===== config.mk =====
export PLATFORM = sky130hd
export DESIGN_NAME = rx_char_timeout
export DESIGN_NICKNAME = d
export VERILOG_FILES = /design/src/rtl/rxto_pkg.sv /design/src/rtl/rxto_frame_len.sv /design/src/rtl/rxto_quiet_timer.sv /design/src/rtl/rx_char_timeout.sv
export SDC_FILE = /design/constraint.sdc
export NUM_CORES = 1
export LEC_CHECK = 0
export BUFFER_PORTS_ARGS = -buffer_cell sky130_fd_sc_hd__buf_2
export CAP_MARGIN = 10
export CORE_ASPECT_RATIO = 0.9
export CORE_UTILIZATION = 50
export CTS_CLUSTER_SIZE = 30
export DETAILED_ROUTE_END_ITERATION = 8
export HOLD_SLACK_MARGIN = 0.05
export PLACE_DENSITY = 0.72
export SLEW_MARGIN = 20
export SYNTH_ARGS = -nofsm -noshare
export SYNTH_HDL_FRONTEND = slang
export SYNTH_SLANG_ARGS = --single-unit

===== constraint.sdc =====
create_clock -name clk -period 4.6 [get_ports clk]
set_clock_uncertainty 0.2 [all_clocks]
set_input_delay 0.92 -clock clk [delete_from_list [all_inputs] [get_ports clk]]
set_output_delay 0.92 -clock clk [all_outputs]
set_load 0.01 [all_outputs]

===== src/rtl/rxto_pkg.sv =====
package rxto_pkg;
  // start + minimum data + one stop, before optional fields
  localparam int unsigned BASE_BITS      = 7;
  localparam int unsigned MAX_FRAME_BITS = 12;

  function automatic int unsigned frame_bits(input logic [1:0] dsel,
                                             input logic       par,
                                             input logic       stop2);
    return BASE_BITS + int'(unsigned'(dsel)) + int'(unsigned'(par)) + int'(unsigned'(stop2));
  endfunction
endpackage


===== src/rtl/rxto_frame_len.sv =====
module rxto_frame_len
  import rxto_pkg::*;
#(
  parameter int unsigned OVS   = 16,
  parameter int unsigned CHARS = 4,
  parameter int unsigned TH_W  = 10
) (
  input  logic [1:0]      data_len_sel,
  input  logic            parity_on,
  input  logic            stop_two,
  output logic [TH_W-1:0] threshold
);
  // quiet limit in baud ticks: CHARS whole frames
  always_comb begin
    threshold = TH_W'(frame_bits(data_len_sel, parity_on, stop_two) * OVS * CHARS);
  end
endmodule


===== src/rtl/rxto_quiet_timer.sv =====
module rxto_quiet_timer #(
  parameter int unsigned TH_W = 10
) (
  input  logic            clk,
  input  logic            rst_n,
  input  logic            clr,
  input  logic            adv,
  input  logic [TH_W-1:0] threshold,
  output logic            at_limit
);
  logic [TH_W-1:0] cnt;

  always_ff @(posedge clk) begin
    if (!rst_n)   cnt <= '0;
    else if (clr) cnt <= '0;
    else if (adv) cnt <= cnt + 1'b1;
  end

  // true when one more tick reaches the threshold
  assign at_limit = ({1'b0, cnt} + 1'b1) >= {1'b0, threshold};

  AST_TIMER_STEP: assert property (@(posedge clk) disable iff (!rst_n)
    (cnt != $past(cnt)) |-> (cnt == '0 || cnt == $past(cnt) + 1'b1));

endmodule


===== src/rtl/rx_char_timeout.sv =====
module rx_char_timeout
  import rxto_pkg::*;
#(
  parameter int unsigned FIFO_DEPTH = 16,
  parameter int unsigned OVS        = 16,
  parameter int unsigned CHARS      = 4,
  localparam int unsigned CNT_W     = $clog2(FIFO_DEPTH + 1),
  localparam int unsigned TH_W      = $clog2(CHARS * OVS * MAX_FRAME_BITS + 1)
) (
  input  logic             clk,
  input  logic             rst_n,
  input  logic             baud_tick,
  input  logic             rx_char,
  input  logic             fifo_rd,
  input  logic [CNT_W-1:0] fifo_count,
  input  logic             fifo_en,
  input  logic             rx_irq_en,
  input  logic [1:0]       data_len_sel,
  input  logic             parity_on,
  input  logic             stop_two,
  output logic             timeout_pending
);
  logic [TH_W-1:0] threshold;
  logic            at_limit;
  logic            flush, restart, adv, fire, clr;

  rxto_frame_len #(.OVS(OVS), .CHARS(CHARS), .TH_W(TH_W)) u_len (
    .data_len_sel (data_len_sel),
    .parity_on    (parity_on),
    .stop_two     (stop_two),
    .threshold    (threshold)
  );

  // inactive or nothing waiting: wipe everything
  assign flush   = !fifo_en || !rx_irq_en || (fifo_count == '0);
  // clearing rule depends on whether a timeout already stands
  assign restart = timeout_pending ? fifo_rd : (rx_char || fifo_rd);
  assign adv     = baud_tick && !timeout_pending && !flush && !restart;
  assign fire    = adv && at_limit;
  assign clr     = flush || restart || fire;

  rxto_quiet_timer #(.TH_W(TH_W)) u_timer (
    .clk       (clk),
    .rst_n     (rst_n),
    .clr       (clr),
    .adv       (adv),
    .threshold (threshold),
    .at_limit  (at_limit)
  );

  always_ff @(posedge clk) begin
    if (!rst_n)                          timeout_pending <= 1'b0;
    else if (flush)                      timeout_pending <= 1'b0;
    else if (timeout_pending && fifo_rd) timeout_pending <= 1'b0;
    else if (fire)                       timeout_pending <= 1'b1;
  end

  AST_EMPTY_CLEARS: assert property (@(posedge clk) disable iff (!rst_n)
    (fifo_count == '0) |=> !timeout_pending);
  AST_DISABLE_CLEARS: assert property (@(posedge clk) disable iff (!rst_n)
    (!fifo_en || !rx_irq_en) |=> !timeout_pending);
  AST_READ_CLEARS: assert property (@(posedge clk) disable iff (!rst_n)
    (timeout_pending && fifo_rd) |=> !timeout_pending);
  AST_PEND_HOLDS: assert property (@(posedge clk) disable iff (!rst_n)
    (timeout_pending && !fifo_rd && fifo_en && rx_irq_en && fifo_count != '0)
      |=> timeout_pending);
  AST_RISE_ON_TICK: assert property (@(posedge clk) disable iff (!rst_n)
    $rose(timeout_pending) |-> ($past(baud_tick) && !$past(rx_char) && !$past(fifo_rd)));

endmodule


==> results.json, run 1 <==
{
  "slew_headroom_pct": 53.42,
  "p_leak_uw": 0.0004082,
  "area_growth_pct": 13.62,
  "synth_area_per_cell_um2": 7.850,
  "start_util_pct": 55.57,
  "drive_above_1_share_pct": 18.18,
  "crit_chain": "buf_2 > inv_1 > ha_1 > inv_1 > ha_1 > inv_1 > fa_1 > xnor2_1 > ha_1 > nand3_1 > nand3_1 > a31oi_1 > nand4_2 > o22ai_1",
  "cp_slowest_stage_delay_ps": 560,
  "hpwl_um": 1819,
  "cts_root_buf": "clkbuf_4",
  "syn_nets": 151,
  "crit_fanout": 8,
  "synth.area.top_cells": "dfxtp_1 23%, ha_1 13%, inv_1 5.4%, nand3_1 4.6%, nand2_1 4.6%",
  "synth_most_common_cell": "inv_1",
  "place_area_um2": 1080,
  "netlist.area_leader.share_pct": 22.62,
  "multi_input_area_um2": 696.9,
  "vias": 1017,
  "nNetsFinal": 171,
  "ys_warn_count": 0,
  "min_path_type": "register to register",
  "antenna_found_initial": 0,
  "n_antenna_cell": 0,
  "routed_wl_um": 2241,
  "vdd_drop_max_mv": 0.1234,
  "crit_family": "adder cells",
  "critPathLaunchType": "input pin",
  "synth-edff-count": 0,
  "max-cap-violations": 0,
  "grt_pass1_wl_um": 3829,
  "timing.final.crit_share_pct": 81.08,
  "p_per_area_nw_per_um2": 173.5,
  "fillers": 151,
  "cts_max_path_buffers": 2,
  "drt_iter0_markers": 26,
  "yosys-top-cells-count": "14 x inv_1, 12 x nand2_1, 11 x dfxtp_1, 10 x ha_1, 9 x nand3_1",
  "arrival_ps": 3740,
  "cts_max_level": 1,
  "ios": 17,
  "drtAntennaViolNets": 0,
  "period_needed_ps": 3730,
  "fp.dieH_um": 43.86,
  "finalSetupTns_ps": 0,
  "outcome": "complete, no violations",
  "yosys.area.top_type": "dfxtp_1",
  "grt_pass1_vias": 871,
  "vias_per_cell": 6.090,
  "coreArea_um2": 1752,
  "syn_inst": 124,
  "cp_data_required_time_ps": 4610,
  "final_max_slew_viol_count": 0,
  "r2r_setup_slack_ps": 1250,
  "cts_tree": "built",
  "critical_path_class": "input pin to register",
  "end_kind": "register",
  "ff_latch_area_um2": 220.2,
  "global_route.overflow_total": 0,
  "crit_buf_inv": 4,
  "tightest_slew_ps": 695.4,
  "clkTransAtPathRegs_ps": 70,
  "rows": 14,
  "drcViolationCount": 0,
  "ctsResizeCount": 0,
  "synth-seq-cells": 11,
  "insertion_delay_ps": 280,
  "wire_per_inst_um": 13.42,
  "track_usage_pct": 24.04,
  "rsz0062_at_grt": "no",
  "cts_buffers": 3,
  "cts_hold_buffers": 0,
  "post-cts-setup-buffers": 0,
  "fin_area_um2": 1106,
  "cp_slowest_cell": "a31oi_1",
  "cts_sinks": 11,
  "ys_types": 37,
  "ys_seq_area_share_pct": 22.62,
  "portBuffers": 16,
  "finalSetupViolations": 0,
  "fp.dieW_um": 48.51,
  "holdWs_ps": 308.0,
  "drtPass1Iterations": 4,
  "hold_viol_final": 0,
  "fmax_mhz": 268.1,
  "grt_start_max_net_pins": 10,
  "die-area_um2": 2128,
  "synth_ff_type": "dfxtp_1",
  "async_reset_ff_share_pct": 0,
  "syn_area_um2": 973.4,
  "routabilityCongestion": 0.8662
}
[layout make-up]
type	instances	area share, %
Sequential cell	11	19.91
Multi-Input combinational cell	98	63.01
Inverter	14	4.751
Clock buffer	4	2.376
Tap cell	24	2.715
Timing Repair Buffer	16	7.240
[stage by stage]
stage	setup slack [ps]	instances	total power [uW]	util (%)
2_1_floorplan	1054	124	113.6	-
3_3_place_gp	765.7	163	123.5	61.64
3_5_place_dp	584.3	163	125.3	61.64
4_1_cts	883.3	167	194.5	63.14
5_1_grt	591.5	167	200.8	63.14
6_report	870.2	167	191.9	63.14
[power breakdown]
part / switching (uW) / internal, uW / total (uW)
Sequential: 0.0210 / 95.1 / 95.2
Combinational: 14.2 / 14.0 / 28.1
Clock: 34.9 / 33.7 / 68.6
[placed cells by master (no fill, tap or decap), types with 3 or more instances in the layout]
| cell type | Yosys | layout |
|---|---|---|
| a21oi_1 | 4 | 4 |
| nand3_1 | 9 | 9 |
| dfxtp_1 | 11 | 11 |
| nand2b_1 | 4 | 4 |
| o22ai_1 | 5 | 5 |
| nand2_1 | 12 | 12 |
| inv_1 | 14 | 14 |
| nor3_1 | 4 | 4 |
| or3_1 | 3 | 3 |
| nor2_1 | 6 | 6 |
| nand4_1 | 4 | 4 |
| buf_2 | 0 | 16 |
| a41oi_1 | 5 | 5 |
| ha_1 | 10 | 10 |
| clkbuf_4 | 0 | 3 |
[final timing paths]
path                         from             end  cells past startpoint
setup / recovery  data_len_sel[0]  u_timer.cnt[4]                     14
hold / removal     u_timer.cnt[5]  u_timer.cnt[5]                      2
setup reg to reg   u_timer.cnt[0]  u_timer.cnt[4]                     12
hold reg to reg    u_timer.cnt[5]  u_timer.cnt[5]                      2
[registers in the layout, indices dropped and copies added, names as in the netlist]
| signal | flops |
|---|---|
| timeout_pending | 1 |
| u_timer.cnt | 10 |
[cell families (layout without fill, tap and decap cells)]
family / after synthesis / count (layout) / synth area share, %
DFF: 11 / 11 / 22.62
and+or+nand+nor: 54 / 54 / 31.10
xor gates and xnor gates: 2 / 2 / 1.800
AOI/OAI and AO/OA: 31 / 31 / 23.78
adders and majority gates: 11 / 11 / 14.91
buffers and inverters: 15 / 34 / 5.784
[tightest hold or removal path, cell delays in order (launching register included)]
cell and delay [ps]:
dfxtp_1 330, o21ai_0 70, a21oi_1 60
[layer usage]
layer / vias to the layer above / wire [um] / track usage (%) / part of all wire [%]
met3: 4 / 162 / 6.316 / 7.2
met1: 466 / 978 / 29.05 / 44
met2: 35 / 1071 / 42.54 / 48
met5: - / 0 / 0 / 0
li1: 512 / - / - / -
met4: 0 / 29 / 7.059 / 1.3
Note: power is estimated with default switching activity, not from simulation.
==> inputs of run 2 (changes only) <==
==> constraint.sdc (replaced) <==
create_clock -name clk -period 3.7 [get_ports clk]
set_clock_uncertainty 0.2 [all_clocks]
set_input_delay 0.74 -clock clk [delete_from_list [all_inputs] [get_ports clk]]
set_output_delay 0.74 -clock clk [all_outputs]
set_load 0.01 [all_outputs]
==> results.json, run 2 (same netlist as run 1, synthesis figures left out) <==
{
  "drive_above_1_share_pct": 19.31,
  "mostFrequentLayoutCell": "buf_2",
  "portBuffers": 16,
  "grt_pass1_vias": 912,
  "switching_share_pct": 24.52,
  "fp.dieW_um": 48.51,
  "switchingPower_uw": 57.59,
  "global_route.overflow_total": 0,
  "routed_wl_um": 2222,
  "largest_reg_flops": 10,
  "end_kind": "register",
  "crit_fanout": 4,
  "cts_tree": "built",
  "grt_start_max_net_pins": 10,
  "internal_power_uw": 177.3,
  "n_antenna_cell": 0,
  "wire_per_inst_um": 13.15,
  "ios": 17,
  "holdWs_ps": 328.7,
  "routabilityCongestion": 0.8490,
  "fin_area_um2": 1121,
  "drtAntennaViolNets": 0,
  "p_seq_share_pct": 50.4,
  "arrival_ps": 3290,
  "cp_data_required_time_ps": 3700,
  "fillers": 163,
  "final_max_slew_viol_count": 0,
  "power_uw": 234.9,
  "reg.largest.list": "u_timer.cnt x10, timeout_pending x1",
  "p_leak_uw": 0.0004165,
  "drt_iter0_markers": 28,
  "critPathLaunch": "data_len_sel[0]",
  "drcViolationCount": 0,
  "finalSetupTns_ps": 0,
  "coreArea_um2": 1752,
  "hold_viol_final": 0,
  "p_per_area_nw_per_um2": 209.5,
  "finalSetupViolations": 0,
  "grt_pass1_wl_um": 3877,
  "rsz0062_at_grt": "no",
  "vias_per_cell": 5.994,
  "final_util_pct": 64.00,
  "start_util_pct": 55.57,
  "die-area_um2": 2128,
  "nNetsFinal": 173,
  "insertion_delay_ps": 270,
  "cts_max_level": 1,
  "drtPass1Iterations": 4,
  "worstHoldStart": "u_timer.cnt[5]",
  "tightest_slew_ps": 641.9,
  "fmax_mhz": 304.1,
  "p_comb_share_pct": 14.4,
  "layout.cells.most_common_list": "16 x buf_2, 14 x inv_1, 12 x nand2_1",
  "regMostFlops": "u_timer.cnt",
  "outcome": "complete, no violations",
  "max-cap-violations": 0,
  "ff_latch_area_um2": 220.2,
  "clkTransAtPathRegs_ps": 70,
  "antenna_found_initial": 0,
  "vias": 1013,
  "ctsResizeCount": 0,
  "critPathLaunchType": "input pin",
  "cts_buffers": 3,
  "reg2reg_from": "u_timer.cnt[0]",
  "fp.dieH_um": 43.86,
  "critical_path_class": "input pin to register",
  "post-cts-setup-buffers": 0,
  "cts_max_path_buffers": 2,
  "slew_headroom_pct": 56.88,
  "area_growth_pct": 15.17,
  "hpwl_um": 1803,
  "track_usage_pct": 23.34,
  "cts_sinks": 11,
  "period_needed_ps": 3289,
  "multi_input_area_um2": 696.9,
  "power.share.clock_pct": 35.3,
  "min_path_type": "register to register",
  "vdd_drop_max_mv": 0.1698,
  "cts_root_buf": "clkbuf_4",
  "rows": 14,
  "cts_hold_buffers": 0,
  "timing.final.crit_share_pct": 88.88,
  "place_area_um2": 1095
}
==> run 2: area by class of cell <==
type / count / share of cell area [%]
sequential: 11 / 19.64
clock buffer: 4 / 2.344
inverter: 14 / 4.687
timing repair buffer: 18 / 8.482
multi-input combinational: 98 / 62.16
tap: 24 / 2.679
==> run 2: path summary, 6_finish.rpt <==
check / cells after the start / slack, ps / to
worst max-delay path: 14 / 410 / u_timer.cnt[0]
worst min-delay path: 2 / 330 / u_timer.cnt[5]
worst min register to register: 2 / 330 / u_timer.cnt[5]
worst max register to register: 12 / 570 / u_timer.cnt[0]
==> run 2: power groups by stage <==
stage	Clock [uW]	Sequential, uW	Combinational, uW
after floorplan	0	121	20.1
after global placement	0	121	33.2
after detailed placement	0	121	33.7
after CTS	85.0	118	34.3
after global routing	90.7	118	39.7
final	82.8	118	33.8
==> run 2: per-layer routing <==
| layer | share of wire (%) | global-route usage [%] |
|---|---|---|
| met4 | 0.54 | 6.471 |
| met2 | 44 | 37.46 |
| met1 | 49 | 32.20 |
| met5 | 0 | 0 |
| met3 | 6.6 | 4.561 |
==> run 2: metrics by stage <==
| stage | setup WS, ps | std cells |
|---|---|---|
| floorplan | 333.9 | 124 |
| global placement | 203.0 | 165 |
| detailed placement | 102.1 | 165 |
| CTS | 399.7 | 169 |
| global route | 223.9 | 169 |
| finish | 411.4 | 169 |
==> run 2: worst max-delay path, stage by stage <==
cell and delay [ps]:
buf_2 70, inv_1 30, ha_1 270, inv_1 60
ha_1 150, inv_1 50, fa_1 370, xnor2_1 140
ha_1 300, nand3_1 90, nand3_1 140, a31o_2 270
or4_1 470, a21oi_1 140
==> inputs of run 3 (changes only) <==
--- a/config.mk
+++ b/config.mk
@@ -12,6 +12,7 @@
 export CTS_CLUSTER_SIZE = 30
 export DETAILED_ROUTE_END_ITERATION = 8
 export HOLD_SLACK_MARGIN = 0.05
+export MAX_ROUTING_LAYER = met4
 export PLACE_DENSITY = 0.72
 export SLEW_MARGIN = 20
 export SYNTH_ARGS = -nofsm -noshare
==> results.json, run 3 (same netlist as run 1, synthesis figures left out) <==
{
  "track_usage_pct": 24.10,
  "clkTransAtPathRegs_ps": 70,
  "post-cts-setup-buffers": 0,
  "regMostFlops": "u_timer.cnt",
  "dp_slack_ps": 102.1,
  "wire_per_inst_um": 13.19,
  "cts_sinks": 11,
  "r2r_end": "u_timer.cnt[0]",
  "cts_hold_buffers": 0,
  "hold_viol_final": 0,
  "coreArea_um2": 1752,
  "ios": 17,
  "stdcell_count": 169,
  "routabilityCongestion": 0.8624,
  "hpwl_um": 1803,
  "drtPass1Iterations": 4,
  "final_max_slew_viol_count": 0,
  "grt_start_max_net_pins": 10,
  "timing.final.crit_share_pct": 88.72,
  "antenna_found_initial": 0,
  "r2r_setup_slack_ps": 580,
  "critical_path_class": "input pin to register",
  "fmax_mhz": 304.7,
  "largest_reg_flops": 10,
  "reg.largest.list": "u_timer.cnt x10, timeout_pending x1",
  "arrival_ps": 3290,
  "outcome": "complete, no violations",
  "max-cap-violations": 0,
  "cp_slowest_cell": "or4_1",
  "critPathLaunch": "data_len_sel[0]",
  "cts_max_level": 1,
  "cts_tree": "built",
  "global_route.overflow_total": 0,
  "p_per_area_nw_per_um2": 209.8,
  "drtAntennaViolNets": 0,
  "r2r_cells": 12,
  "ctsResizeCount": 0,
  "portBuffers": 16,
  "final_util_pct": 64.00,
  "insertion_delay_ps": 270,
  "cts_max_path_buffers": 2,
  "cts_root_buf": "clkbuf_4",
  "nNetsFinal": 173,
  "rows": 14,
  "placedCellCount": 165,
  "end_kind": "register",
  "n_antenna_cell": 0,
  "min_path_type": "register to register",
  "p_leak_uw": 0.0004165,
  "crit_end": "u_timer.cnt[0]",
  "grt_pass1_wl_um": 3884,
  "crit_chain": "buf_2 > inv_1 > ha_1 > inv_1 > ha_1 > inv_1 > fa_1 > xnor2_1 > ha_1 > nand3_1 > nand3_1 > a31o_2 > or4_1 > a21oi_1",
  "fp.dieW_um": 48.51,
  "slew_headroom_pct": 57.01,
  "worst_slack_ps": 417.5,
  "holdWs_ps": 329.8,
  "routed_wl_um": 2229,
  "drcViolationCount": 0,
  "vias": 1010,
  "die-area_um2": 2128,
  "crit_fanout": 4,
  "drive_above_1_share_pct": 19.31,
  "tightest_slew_ps": 639.9,
  "cp_data_required_time_ps": 3700,
  "mostFrequentLayoutCell": "buf_2",
  "finalSetupTns_ps": 0,
  "vias_per_cell": 5.976,
  "cp_slowest_stage_delay_ps": 470,
  "drt_iter0_markers": 23,
  "layout.cells.most_common_list": "16 x buf_2, 14 x inv_1, 12 x nand2_1",
  "finalSetupViolations": 0,
  "rsz0062_at_grt": "no",
  "start_util_pct": 55.57,
  "vdd_drop_max_mv": 0.1687,
  "area_growth_pct": 15.17,
  "fp.dieH_um": 43.86,
  "reg2reg_from": "u_timer.cnt[0]",
  "critPathLaunchType": "input pin",
  "grt_pass1_vias": 914,
  "cts_buffers": 3,
  "period_needed_ps": 3282
}
run 3: cell counts in the layout (fill, tap and decap cells not counted):
Identical to the previous run, type by type.
run 3: worst max-delay path: cells and delay by family:
kind | cells | cell delay (ps)
compound gates | 2 | 410
fa+ha+maj | 4 | 1090
buf+inv | 4 | 210
xor+xnor | 1 | 140
simple gates | 3 | 700
run 3: cell type report:
type / instances / area, um2
timing repair buffer: 18 / 95.09
inverter: 14 / 52.55
multi-input combinational: 98 / 696.9
tap: 24 / 30.03
sequential: 11 / 220.2
fill: 163 / 630.6
clock buffer: 4 / 26.28
run 3: worst min path at each step:
| stage | from | to | slack [ps] | cells after the start |
|---|---|---|---|---|
| floorplan | u_timer.cnt[5] | u_timer.cnt[5] | 270 | 2 |
| global placement | u_timer.cnt[5] | u_timer.cnt[5] | 310 | 2 |
| detailed placement | u_timer.cnt[5] | u_timer.cnt[5] | 320 | 2 |
| CTS | u_timer.cnt[5] | u_timer.cnt[5] | 330 | 2 |
| global route | u_timer.cnt[5] | u_timer.cnt[5] | 340 | 2 |
| finish | u_timer.cnt[5] | u_timer.cnt[5] | 330 | 2 |
run 3: where the power goes:
group	internal [uW]	switching (uW)	leakage, uW
Clock	41.7	41.4	0.0000150
Sequential	118	0.0285	0.0000885
Combinational	17.3	16.5	0.000313
Total	177	57.9	0.000417
run 3: routing by layer:
layer | track usage, % | share of wire, % | wire, um
met1 | 32.20 | 50 | 1112
met2 | 37.46 | 44 | 971
met3 | 4.561 | 6.0 | 134
met4 | 6.471 | 0.49 | 11
met5 | - | 0 | 0
run 3: per-stage QoR:
step / cell area [um2] / power [uW]
global placement: 1095 / 154.3
detailed placement: 1095 / 154.8
CTS: 1121 / 237.5
finish: 1121 / 235.2
floorplan: 973.4 / 141.2
global route: 1121 / 248.7
